File: src/rtl/mpr_mode_ctrl.sv
module mpr_mode_ctrl #(
  parameter int BYTES      = 2,
  parameter int LANES      = 8,
  parameter int NBANK      = 8,
  parameter int AW         = 14,
  parameter int BURST      = 8,
  parameter int PRIME_ONLY = 1
) (
  input  logic                   clk,
  input  logic                   rst_n,
  input  logic [2:0]             cmd,
  input  logic [1:0]             mr_sel,
  input  logic [AW-1:0]          addr,
  input  logic [NBANK-1:0]       banks_idle,
  output logic                   mpr_on,
  output logic                   dq_valid,
  output logic [BYTES*LANES-1:0] dq,
  output logic                   cmd_err
);
  localparam int DQW = BYTES * LANES;
  localparam int BW  = (BURST > 1) ? $clog2(BURST) : 1;
  localparam logic [2:0] C_NOP = 3'd0, C_RD = 3'd2, C_RDAP = 3'd3, C_MRS = 3'd5;
  localparam logic [BW-1:0] LAST = BW'(BURST - 1);

  logic [1:0]    pat_sel;
  logic [BW-1:0] beat;

  wire is_mr3   = (cmd == C_MRS) && (mr_sel == 2'd3);
  wire want_on  = is_mr3 && addr[2];
  wire want_off = is_mr3 && !addr[2];
  wire is_rd    = (cmd == C_RD) || (cmd == C_RDAP);
  wire all_idle = &banks_idle;
  wire refuse   = mpr_on ? (cmd != C_NOP) && !is_rd && !want_off
                         : want_on && !all_idle;
  wire beat_bit = dq_valid && (pat_sel == 2'd0) && beat[0];

  always_ff @(posedge clk) begin
    if (!rst_n) begin
      mpr_on   <= 1'b0;
      dq_valid <= 1'b0;
      cmd_err  <= 1'b0;
      pat_sel  <= 2'd0;
      beat     <= '0;
    end else begin
      cmd_err <= refuse;
      if (!mpr_on && want_on && all_idle) begin
        mpr_on  <= 1'b1;
        pat_sel <= addr[1:0];
      end else if (mpr_on && want_off) begin
        mpr_on   <= 1'b0;
        dq_valid <= 1'b0;
      end else if (mpr_on && is_rd) begin
        dq_valid <= 1'b1;
        beat     <= '0;
      end else if (dq_valid) begin
        if (beat == LAST) dq_valid <= 1'b0;
        else beat <= beat + 1'b1;
      end
    end
  end

  for (genvar g = 0; g < BYTES; g++) begin : g_byte
    if (PRIME_ONLY != 0) begin : g_prime
      assign dq[g*LANES +: LANES] = {{(LANES-1){1'b0}}, beat_bit};
    end else begin : g_all
      assign dq[g*LANES +: LANES] = {LANES{beat_bit}};
    end
  end

  logic unused_ok;
  assign unused_ok = ^{addr[AW-1:3], 1'b0};
endmodule


File: config.mk
export PLATFORM = sky130hd
export DESIGN_NAME = mpr_mode_ctrl
export DESIGN_NICKNAME = d
export VERILOG_FILES = /design/src/rtl/mpr_mode_ctrl.sv
export SDC_FILE = /design/constraint.sdc
export NUM_CORES = 1
export LEC_CHECK = 0
export BUFFER_PORTS_ARGS = -buffer_cell sky130_fd_sc_hd__buf_2
export CAP_MARGIN = 20
export CORE_ASPECT_RATIO = 1.2
export CORE_MARGIN = 3
export CORE_UTILIZATION = 35
export DETAILED_ROUTE_END_ITERATION = 16
export PLACE_DENSITY = 0.75
export SYNTH_ARGS = -nofsm -noshare
export SYNTH_HDL_FRONTEND = slang
export SYNTH_SLANG_ARGS = --single-unit
File: constraint.sdc
create_clock -name clk -period 4.3 [get_ports clk]
set_clock_uncertainty 0.15 [all_clocks]
set_input_delay 1.29 -clock clk [delete_from_list [all_inputs] [get_ports clk]]
set_output_delay 1.29 -clock clk [all_outputs]
set_load 0.05 [all_outputs]
**Word level (Yosys, flattened, before mapping)**

Index checks and enable logic that the tools add are counted.
W data, S select, Z words.

- Register bits after elaboration: 8
- Output and inout port bits: 19
- Word-level logic and storage cells: 48

- Add/subtract/negate cells: 1
- Equality and inequality tests: 6
- Muxes and demuxes: 10
- Bitwise logic cells: 2
- Reductions and logical operators: 24

Operators by type and width:

| cell | number |
|---|---|
| $logic_and A1 B1 Y1 | 12 |
| $mux W3 | 3 |
| $reduce_and A8 Y1 | 1 |
| $mux W1 | 7 |
| $eq A3 B2 Y1 const B | 2 |
| $eq A3 B3 Y1 const B | 2 |
| $logic_not A1 Y1 | 5 |
| $reduce_and A4 Y1 | 1 |
| $reduce_bool A2 Y1 | 2 |
| $add A3 B1 Y3 const B | 1 |
| $reduce_bool A3 Y1 | 1 |
| $eq A2 B2 Y1 const B | 1 |
| $logic_not A2 Y1 | 1 |
| $ne A2 B2 Y1 const B | 1 |
| $not A1 Y1 | 2 |
| $logic_or A1 B1 Y1 | 1 |

**Depth between registers and ports, before layout**

Gate-level depths: netlist (run 1).

- Depth in word-level cells: 7
- Gate-level depth with buffers: 5

**Worst setup path before layout (run 1)**

No wires, ideal clock.

- Kind: reg2out
- Start point: register dq_valid
- End point: output port dq[0]
- Arrival: 1208 ps
- Required time: 2860 ps
- Setup slack: 1652 ps
- Cell stages (with the launch flop): 3
- Path buffers: 1
- Cells stage by stage: dfxtp_1 -> nor4bb_1 -> buf_4

- Longest elaborated chain between the ends: 2

Ends and longest elaborated chain:

| element | line | text |
|---|---|---|
| from (decl) | 16 | `output logic dq_valid,` |
| from (signal assigned) | 40 | `dq_valid <= 1'b0;` |
| from (signal assigned) | 51 | `dq_valid <= 1'b0;` |
| from (signal assigned) | 53 | `dq_valid <= 1'b1;` |
| $logic_and A1 B1 Y1 (2 in series) | 35 | `wire beat_bit = dq_valid && (pat_sel == 2'd0) && beat[0];` |
| to (decl) | 17 | `output logic [BYTES*LANES-1:0] dq,` |

No other way between the ends.

**Final worst setup path (run 1)**

- Start point: register beat[0]
- End point: output port dq[8]

- Longest elaborated chain between the ends: 1

Ends and longest elaborated chain:

| element | line | text |
|---|---|---|
| from (decl) | 26 | `logic [BW-1:0] beat;` |
| from (signal assigned) | 57 | `else beat <= beat + 1'b1;` |
| $logic_and A1 B1 Y1 | 35 |  |

No other way between the ends.

==> results of run 1 <==
[layer usage]
layer / routed length, µm / part of all wire, % / vias to the layer above
li1: - / - / 234
met4: 0 / 0 / 0
met1: 422 / 40 / 204
met5: 0 / 0 / -
met3: 99 / 9.4 / 0
met2: 530 / 50 / 20
[per-stage QoR]
stage | hold WS (ns) | setup slack, ns | instance area, µm² | power (W)
2_1_floorplan | 0.2885 | 1.652 | 625.6 | 0.0001176
3_3_place_gp | 0.2973 | 1.670 | 633.1 | 0.0001161
3_5_place_dp | 0.3107 | 1.656 | 633.1 | 0.0001167
4_1_cts | 0.3188 | 1.573 | 655.6 | 0.0001761
5_1_grt | 0.3422 | 1.546 | 655.6 | 0.0001804
6_report | 0.3157 | 1.590 | 655.6 | 0.0001732
[power by group]
part	internal [W]	switching (W)	leakage, nW
combinational	0.00000771	0.0000333	0.229
sequential	0.0000742	0.0000000132	0.0644
clock	0.0000320	0.0000260	0.0138
[cells in the mapped netlist, types with 2 or more instances]
| cell | number | share of area, % |
|---|---|---|
| buf_4 | 16 | 21 |
| dfxtp_1 | 8 | 28 |
| mux2i_1 | 5 | 8.7 |
| nand2_1 | 4 | 2.6 |
| ha_1 | 2 | 4.3 |
| nand3_1 | 2 | 1.7 |
| nand3b_1 | 2 | 2.6 |
| nand4_1 | 2 | 2.2 |
| nor2b_1 | 2 | 2.2 |
| o21a_1 | 2 | 2.6 |
| or2b_1 | 2 | 2.6 |
[cell families after synthesis]
group | count (synthesis) | synth area share, %
AOI/OAI and AO/OA | 6 | 8.675
adders and majority gates | 2 | 4.338
buffers and inverters | 18 | 22.13
DFF | 8 | 27.77
muxes | 5 | 8.677
other | 1 | 0.6501
and+or+nand+nor | 22 | 27.77
[worst paths after layout]
kind,end,slack [ns],startpoint,cells after the start
worst max-delay path,dq[8],1.59,beat[0],2
worst min-delay path,beat[2],0.32,beat[2],2
worst max register to register,beat[1],2.58,beat[0],5
worst min register to register,beat[2],0.32,beat[2],2
[flip-flops by register name (all words and copies together), names as in the netlist]
signal    flops
beat          3
pat_sel       2
cmd_err       1
dq_valid      1
mpr_on        1
[critical path, delay by kind of cell (launching register included)]
family,cells,cell delay [ns]
and+or+nand+nor,1,0.33
buffers and inverters,1,0.32
DFF,1,0.36
[cell type report]
class / instances / area, µm²
repair buffers: 22 / 110.1
clock buffers: 3 / 22.52
flip-flops and latches: 8 / 160.2
fillers: 157 / 845.8
well taps: 17 / 21.27
inverters: 1 / 3.754
multi-input cells: 49 / 337.8
==> reports/qor.yml, run 1 <==
placed_design:
  dp.final_hpwl_um: 887.2
  gp_congestion: 0.6489
  port_buffers: 22
  dp_cells: 97
route:
  antenna_left: 0
  wl_per_cell_um: 10.52
  vias: 458
  vias_per_cell: 4.580
  routed_wl_mm: 1.052
  drtIter0Drc: 1
  drc_errors: 0
  first_pass_iters: 3
synthesis:
  ys_warn_count: 0
  ys.flop_type: "dfxtp_1"
  synth_edf_count: 0
  synth-async-reset-ratio_pct: 0
  ys_types: 26
  syn_area_per_cell_um2: 9.303
  synth_area_um2: 576.8
  ys_ff_latch: 8
  synthCells: 62
  synth.yosys.seq_area_share_pct: 27.77
floorplanning:
  core_mm2: 0.001501
  dieArea_mm2: 0.002173
  die_w_um: 43.06
  start_util_pct: 38.42
  die_y_um: 50.47
  rows: 15
  io_pins: 48
setup_path:
  slowest_stage: "dfxtp_1"
  required_ns: 2.86
  cp_slowest_stage_delay_ns: 0.36
  cp-start-kind: "flip-flop"
  crit_chain: "nor4bb_1, buf_2"
  critical_path.max_fanout: 4
  crit_path_end_kind: "output pin"
  critPathArrivalTime_ns: 1.27
  critical_path_class: "flip-flop to output pin"
timing:
  min_period_over_period_pct: 63.03
  hold_viol: 0
  setup_tns_ns: 0
  period_needed_ns: 2.710
  fmax_mhz: 369.0
  setup_viol: 0
  rsz0062_at_grt: "no"
  maxSlewViolCount: 0
global_routing:
  use_met1_pct: 9.914
  track_usage_pct: 9.150
  grt_use_met2_pct: 15.50
  antenna_found_initial: 0
  grt_pass1_wl_mm: 1.511
  grt_max_degree: 12
  busiest_layer: "met2"
  grt_pass1_vias: 392
  grt-ovfl-total: 0
  grtUsageMet3_pct: 6.452
clock_tree:
  clock-sinks: 8
  postCtsSetupRepairBufs: 0
  cts_buffers: 3
  root_buffer: "clkbuf_4"
  clk_pin_slew_ns: 0.06
  clkLatencyLatePin_ns: 0.25
  cts_resized: 0
  h-tree-depth: 1
  cts_hold_buf: 0
  cts_tree: "built"
  cts_buffer_depth: 2
cells_and_area:
  area_growth_pct: 13.67
  antennaDiodeCount: 0
  fin_nets: 116
  final_cell_mix: "buf_2 (22), conb_1 (14), dfxtp_1 (8)"
  layout-drive-gt1-share_pct: 34.94
  final_util_pct: 43.67
  finalNonFillerCells: 100
  layout_commonest_cell: "buf_2"
status:
  status: "finished, final reports clean"
power:
  cellLeakagePower_nw: 0.3075
  power_density_mw_per_mm2: 264.2
  ir_drop_uv: 116.1
hold_path:
  hp-class: "flip-flop to flip-flop"
job:
  cap_violations: 0
Note: power is estimated with default switching activity, not from simulation.
==> inputs of run 2 (changes only) <==
--- a/config.mk
+++ b/config.mk
@@ -5,13 +5,14 @@
 export SDC_FILE = /design/constraint.sdc
 export NUM_CORES = 1
 export LEC_CHECK = 0
+export ABC_AREA = 1
 export BUFFER_PORTS_ARGS = -buffer_cell sky130_fd_sc_hd__buf_2
 export CAP_MARGIN = 20
 export CORE_ASPECT_RATIO = 1.2
 export CORE_MARGIN = 3
 export CORE_UTILIZATION = 35
 export DETAILED_ROUTE_END_ITERATION = 16
-export PLACE_DENSITY = 0.75
+export PLACE_DENSITY = 0.76
 export SYNTH_ARGS = -nofsm -noshare
 export SYNTH_HDL_FRONTEND = slang
 export SYNTH_SLANG_ARGS = --single-unit
==> constraint.sdc (replaced) <==
create_clock -name clk -period 2.39 [get_ports clk]
set_clock_uncertainty 0.15 [all_clocks]
set_input_delay 0.717 -clock clk [delete_from_list [all_inputs] [get_ports clk]]
set_output_delay 0.717 -clock clk [all_outputs]
set_load 0.05 [all_outputs]
==> run 2 against run 1 <==
Compared with the run above: non-clock buffer count unchanged; worst setup slack worse by 1.3 ns; area after synthesis up 8.7%; clock power up 74%; count of clock-buffer cells in the layout unchanged; critical path depth up 1; synthesized cell count up 55%; register-to-register slack worse by 1.7 ns; total power up 80%; critical path type unchanged; die area up 7.5%; largest cell class unchanged; final area up 8.4%; critical endpoint is now dq[0]; largest power group unchanged; flip-flop and latch count unchanged.
==> reports/qor.yml, run 2 <==
timing:
  setup_viol: 0
  hold_viol: 0
  fmax_mhz: 465.1
  maxSlewViolCount: 0
  setup_tns_ns: 0
  min_period_over_period_pct: 89.96
  whs_ns: 0.3339
  period_needed_ns: 2.150
  rsz0062_at_grt: "no"
global_routing:
  track_usage_pct: 11.64
  use_met1_pct: 11.59
  grt_pass1_wl_mm: 2.056
  grt-ovfl-total: 0
  grt_max_degree: 9
  busiest_layer: "met2"
  antenna_found_initial: 0
  grt_pass1_vias: 575
  grt_use_met2_pct: 22.01
  grtUsageMet3_pct: 1.031
setup_path:
  timing.rr.start: "beat[0]"
  required_ns: 1.52
  rrSetupSlack_ns: 0.89
  regToRegEndpoint: "beat[2]"
  cp-start-kind: "flip-flop"
  crit_path_end_kind: "output pin"
  critPathArrivalTime_ns: 1.28
  critical_path.max_fanout: 3
  reg2regPathDepth: 7
  critical_path_class: "flip-flop to output pin"
synthesis:
  yosys.area.top_type_share_pct: 25.55
  ys.flop_type: "dfxtp_1"
  synth.area.top_cells: "dfxtp_1 (26%), buf_4 (19%), nand2_1 (12%), nor2_1 (8.4%), inv_1 (6.6%)"
  synth.yosys.seq_area_share_pct: 25.55
  syn_area_per_cell_um2: 6.530
  synth_area_um2: 626.9
  synth-async-reset-ratio_pct: 0
  yosysMostFrequentCell: "nand2_1"
  ys_warn_count: 0
  ys_ff_latch: 8
  yosys-top-cells-count: "nand2_1 (20), buf_4 (16), nor2_1 (14), inv_1 (11), dfxtp_1 (8)"
  yosysTopAreaCell: "dfxtp_1"
  synth_edf_count: 0
  ys_types: 19
  synthCells: 96
floorplanning:
  die_w_um: 44.63
  io_pins: 48
  start_util_pct: 37.73
  core_mm2: 0.001662
  die_y_um: 52.36
  dieArea_mm2: 0.002337
  rows: 16
clock_tree:
  cts_buffer_depth: 2
  root_buffer: "clkbuf_4"
  cts_buffers: 3
  clock-sinks: 8
  postCtsSetupRepairBufs: 0
  clkLatencyLatePin_ns: 0.25
  cts_hold_buf: 0
  h-tree-depth: 1
  clk_pin_slew_ns: 0.05
  cts_tree: "built"
  cts_resized: 0
cells_and_area:
  final_cell_area_um2: 710.7
  largest_reg_flops: 3
  antennaDiodeCount: 0
  regMostFlops: "beat"
  fin_nets: 151
  final_cell_mix: "buf_2 (22), nand2_1 (20), nor2_1 (14), conb_1 (14), inv_1 (11)"
  layout-drive-gt1-share_pct: 28.81
  top_regs: "beat: 3 flops, pat_sel: 2 flops"
  area_growth_pct: 13.37
  layout_commonest_cell: "buf_2"
  final_util_pct: 42.77
placed_design:
  gp_congestion: 0.7186
  post_dp_cell_area_um2: 688.2
  dp.final_hpwl_mm: 1.044
  port_buffers: 22
job:
  cap_violations: 0
route:
  first_pass_iters: 4
  vias: 612
  drtIter0Drc: 3
  vias_per_cell: 4.500
  routed_wl_mm: 1.170
  drc_errors: 0
  wl_per_cell_um: 8.603
  antenna_left: 0
power:
  cellLeakagePower_nw: 0.3854
  power_density_mw_per_mm2: 438.4
  total_power_w: 0.0003116
  ir_drop_uv: 144.2
status:
  status: "finished, final reports clean"
hold_path:
  worstHoldStart: "pat_sel[0]"
  hold_end: "pat_sel[0]"
  holdPathStages: 2
  hp-class: "flip-flop to flip-flop"
-- run 2: cell count changes after synthesis, moves of 3 or more --
cell,before,now
mux2i_1,5,0
nand2_1,4,20
inv_1,1,11
nand2_2,0,3
nor2_1,0,14
nor2_2,0,3
-- run 2: power by group --
| part | switching, W | internal (W) | leakage, nW |
|---|---|---|---|
| clock | 0.0000436 | 0.0000573 | 0.0138 |
| combinational | 0.0000630 | 0.0000140 | 0.307 |
| sequential | 0.0000000246 | 0.000134 | 0.0644 |
-- run 2: metrics by stage --
stage	worst slack [ns]	instances
final	0.2399	136
after global placement	0.5060	133
after CTS	0.2137	136
after global routing	0.1293	136
after floorplan	0.1660	109
after detailed placement	0.4911	133
-- run 2: logic make-up (layout without fill, tap and decap cells) --
| family | Yosys count | in the layout | share of synthesized area, % |
|---|---|---|---|
| compound gates | 7 | 7 | 8.385 |
| flops | 8 | 8 | 25.55 |
| buf+inv | 29 | 38 | 26.95 |
| fa+ha+maj | 2 | 2 | 3.991 |
| simple gates | 49 | 49 | 34.53 |
| other cells | 1 | 14 | 0.5982 |
-- run 2: final cells by class --
type                       count  area (µm²)
clock buffer                   3       22.52
fill                         185       950.9
timing repair buffer          22       110.1
tap                           18       22.52
sequential                     8       160.2
multi-input combinational     72       346.6
inverter                      13       48.80
-- run 2: worst max path at each step --
stage	from	to	slack [ns]	depth (start not counted)
global route	dq_valid	dq[0]	0.13	3
CTS	dq_valid	dq[0]	0.21	3
detailed placement	dq_valid	dq[0]	0.49	3
finish	dq_valid	dq[0]	0.24	3
global placement	dq_valid	dq[0]	0.51	3
floorplan	dq_valid	dq[0]	0.17	3
-- run 2: layer usage --
layer | vias up | wire, µm
met1 | 269 | 427
met3 | 3 | 80
met4 | 0 | 16
li1 | 318 | -
met2 | 22 | 646
met5 | - | 0
-- run 2: worst max-delay path, stage by stage (launching register included) --
cell and delay [ns]:
dfxtp_1 0.34, inv_1 0.09, nor4_1 0.28, buf_2 0.32
==> inputs of run 3 (changes only) <==
--- a/config.mk
+++ b/config.mk
@@ -12,7 +12,7 @@
 export CORE_MARGIN = 3
 export CORE_UTILIZATION = 35
 export DETAILED_ROUTE_END_ITERATION = 16
-export PLACE_DENSITY = 0.76
+export PLACE_DENSITY = 0.73
 export SYNTH_ARGS = -nofsm -noshare
 export SYNTH_HDL_FRONTEND = slang
 export SYNTH_SLANG_ARGS = --single-unit
==> constraint.sdc (replaced) <==
create_clock -name clk -period 2.7 [get_ports clk]
set_clock_uncertainty 0.15 [all_clocks]
set_input_delay 0.81 -clock clk [delete_from_list [all_inputs] [get_ports clk]]
set_output_delay 0.81 -clock clk [all_outputs]
set_load 0.05 [all_outputs]
==> run 3 against run 2 <==
Compared with the run above: via count down 3.3%; worst setup slack gained 0.19 ns; sequential power decreased by 12%; hold slack barely moved; final area unchanged; global-route usage shrank 0.65 points; critical endpoint unchanged; largest power group unchanged; highest routed layer unchanged.
==> reports/qor.yml, run 3 (synthesized netlist as in run 2, its figures left out) <==
route:
  wl_per_cell_um: 8.596
  antenna_left: 0
  drc_errors: 0
  routed_wl_mm: 1.169
  vias: 592
  drtIter0Drc: 1
  vias_per_cell: 4.353
  first_pass_iters: 4
power:
  p_sw_w: 0.00009734
  power.share.switching_pct: 34.91
  cellLeakagePower_nw: 0.3854
  seq_power_share_pct: 42.4
  p_int_w: 0.0001815
  clock_power_share_pct: 33.3
  pwr-share-comb_pct: 24.3
  ir_drop_uv: 121.5
  power_density_mw_per_mm2: 392.4
setup_path:
  reg2regPathDepth: 7
  critical_path.max_fanout: 3
  required_ns: 1.74
  timing.rr.start: "beat[0]"
  critPathArrivalTime_ns: 1.31
  rrSetupSlack_ns: 1.16
  critical_path_class: "flip-flop to output pin"
  cp-start-kind: "flip-flop"
  regToRegEndpoint: "beat[0]"
  crit_path_end_kind: "output pin"
  cp-endpoint: "dq[0]"
  startpoint: "dq_valid"
cells_and_area:
  layout_commonest_cell: "buf_2"
  top_regs: "beat: 3 flops, pat_sel: 2 flops"
  largest_reg_flops: 3
  layout-drive-gt1-share_pct: 28.81
  fillerInstances: 180
  final_util_pct: 42.77
  area_growth_pct: 13.37
  regMostFlops: "beat"
  final_cell_area_um2: 710.7
  antennaDiodeCount: 0
  fin_nets: 151
  final_cell_mix: "buf_2 (22), nand2_1 (20), nor2_1 (14), conb_1 (14), inv_1 (11)"
job:
  cap_violations: 0
floorplanning:
  die_w_um: 44.63
  rows: 16
  start_util_pct: 37.73
  core_mm2: 0.001662
  die_y_um: 52.36
  io_pins: 48
  dieArea_mm2: 0.002337
clock_tree:
  cts_hold_buf: 0
  h-tree-depth: 1
  root_buffer: "clkbuf_4"
  cts_tree: "built"
  cts_buffers: 3
  cts_resized: 0
  clk_pin_slew_ns: 0.06
  cts_buffer_depth: 2
  postCtsSetupRepairBufs: 0
  clkLatencyLatePin_ns: 0.25
  clock-sinks: 8
global_routing:
  antenna_found_initial: 0
  track_usage_pct: 10.99
  grt-ovfl-total: 0
  grt_pass1_vias: 546
  grt_max_degree: 9
  grt_pass1_wl_mm: 1.987
timing:
  whs_ns: 0.3339
  setup_viol: 0
  setup_tns_ns: 0
  fmax_mhz: 440.8
  maxSlewViolCount: 0
  rsz0062_at_grt: "no"
  period_needed_ns: 2.269
  hold_viol: 0
  min_period_over_period_pct: 84.03
status:
  status: "finished, final reports clean"
placed_design:
  port_buffers: 22
  gp_congestion: 0.7150
  post_dp_cell_area_um2: 688.2
hold_path:
  hp-class: "flip-flop to flip-flop"
[run 3: how the worst min path moves through the flow]
stage                    start    endpoint  slack [ns]  cells after the start
finish              pat_sel[0]  pat_sel[0]        0.33                      2
global route        pat_sel[0]  pat_sel[0]        0.38                      2
CTS                 pat_sel[1]  pat_sel[1]        0.34                      2
detailed placement  pat_sel[1]  pat_sel[1]        0.33                      2
global placement    pat_sel[1]  pat_sel[1]        0.32                      2
floorplan           pat_sel[1]  pat_sel[1]        0.30                      2
[run 3: layout make-up]
type | count | area (µm²) | area share (%)
multi-input cells | 72 | 346.6 | 48.77
repair buffers | 22 | 110.1 | 15.49
well taps | 18 | 22.52 | 3.169
inverters | 13 | 48.80 | 6.866
flip-flops and latches | 8 | 160.2 | 22.54
clock buffers | 3 | 22.52 | 3.169
[run 3: metrics by stage]
stage          total power [W]  instances  worst slack (ns)
2_1_floorplan        0.0001887        109            0.3830
3_3_place_gp         0.0001876        133            0.7403
3_5_place_dp         0.0001881        133            0.6962
4_1_cts              0.0002800        136            0.4174
5_1_grt              0.0002905        136            0.3546
6_report             0.0002789        136            0.4312
[run 3: power by group through the flow]
stage	Combinational [W]	Sequential, W	Clock [W]
global placement	0.0000668	0.000121	0
floorplan	0.0000676	0.000121	0
detailed placement	0.0000674	0.000121	0
global route	0.0000735	0.000118	0.0000989
CTS	0.0000674	0.000118	0.0000944
finish	0.0000678	0.000118	0.0000929
[run 3: worst max-delay path, stage by stage, from the launching register on]
cell	delay [ns]
dfxtp_1	0.34
inv_1	0.09
nor4_1	0.29
buf_2	0.33
[run 3: metal layers]
| metal | wire length (µm) | global-route usage (%) | vias up |
|---|---|---|---|
| met5 | 0 | 0 | - |
| met4 | 31 | 4.523 | 0 |
| met3 | 84 | 2.062 | 5 |
| met2 | 578 | 19.86 | 24 |
| met1 | 474 | 12.14 | 248 |
| li1 | - | - | 315 |
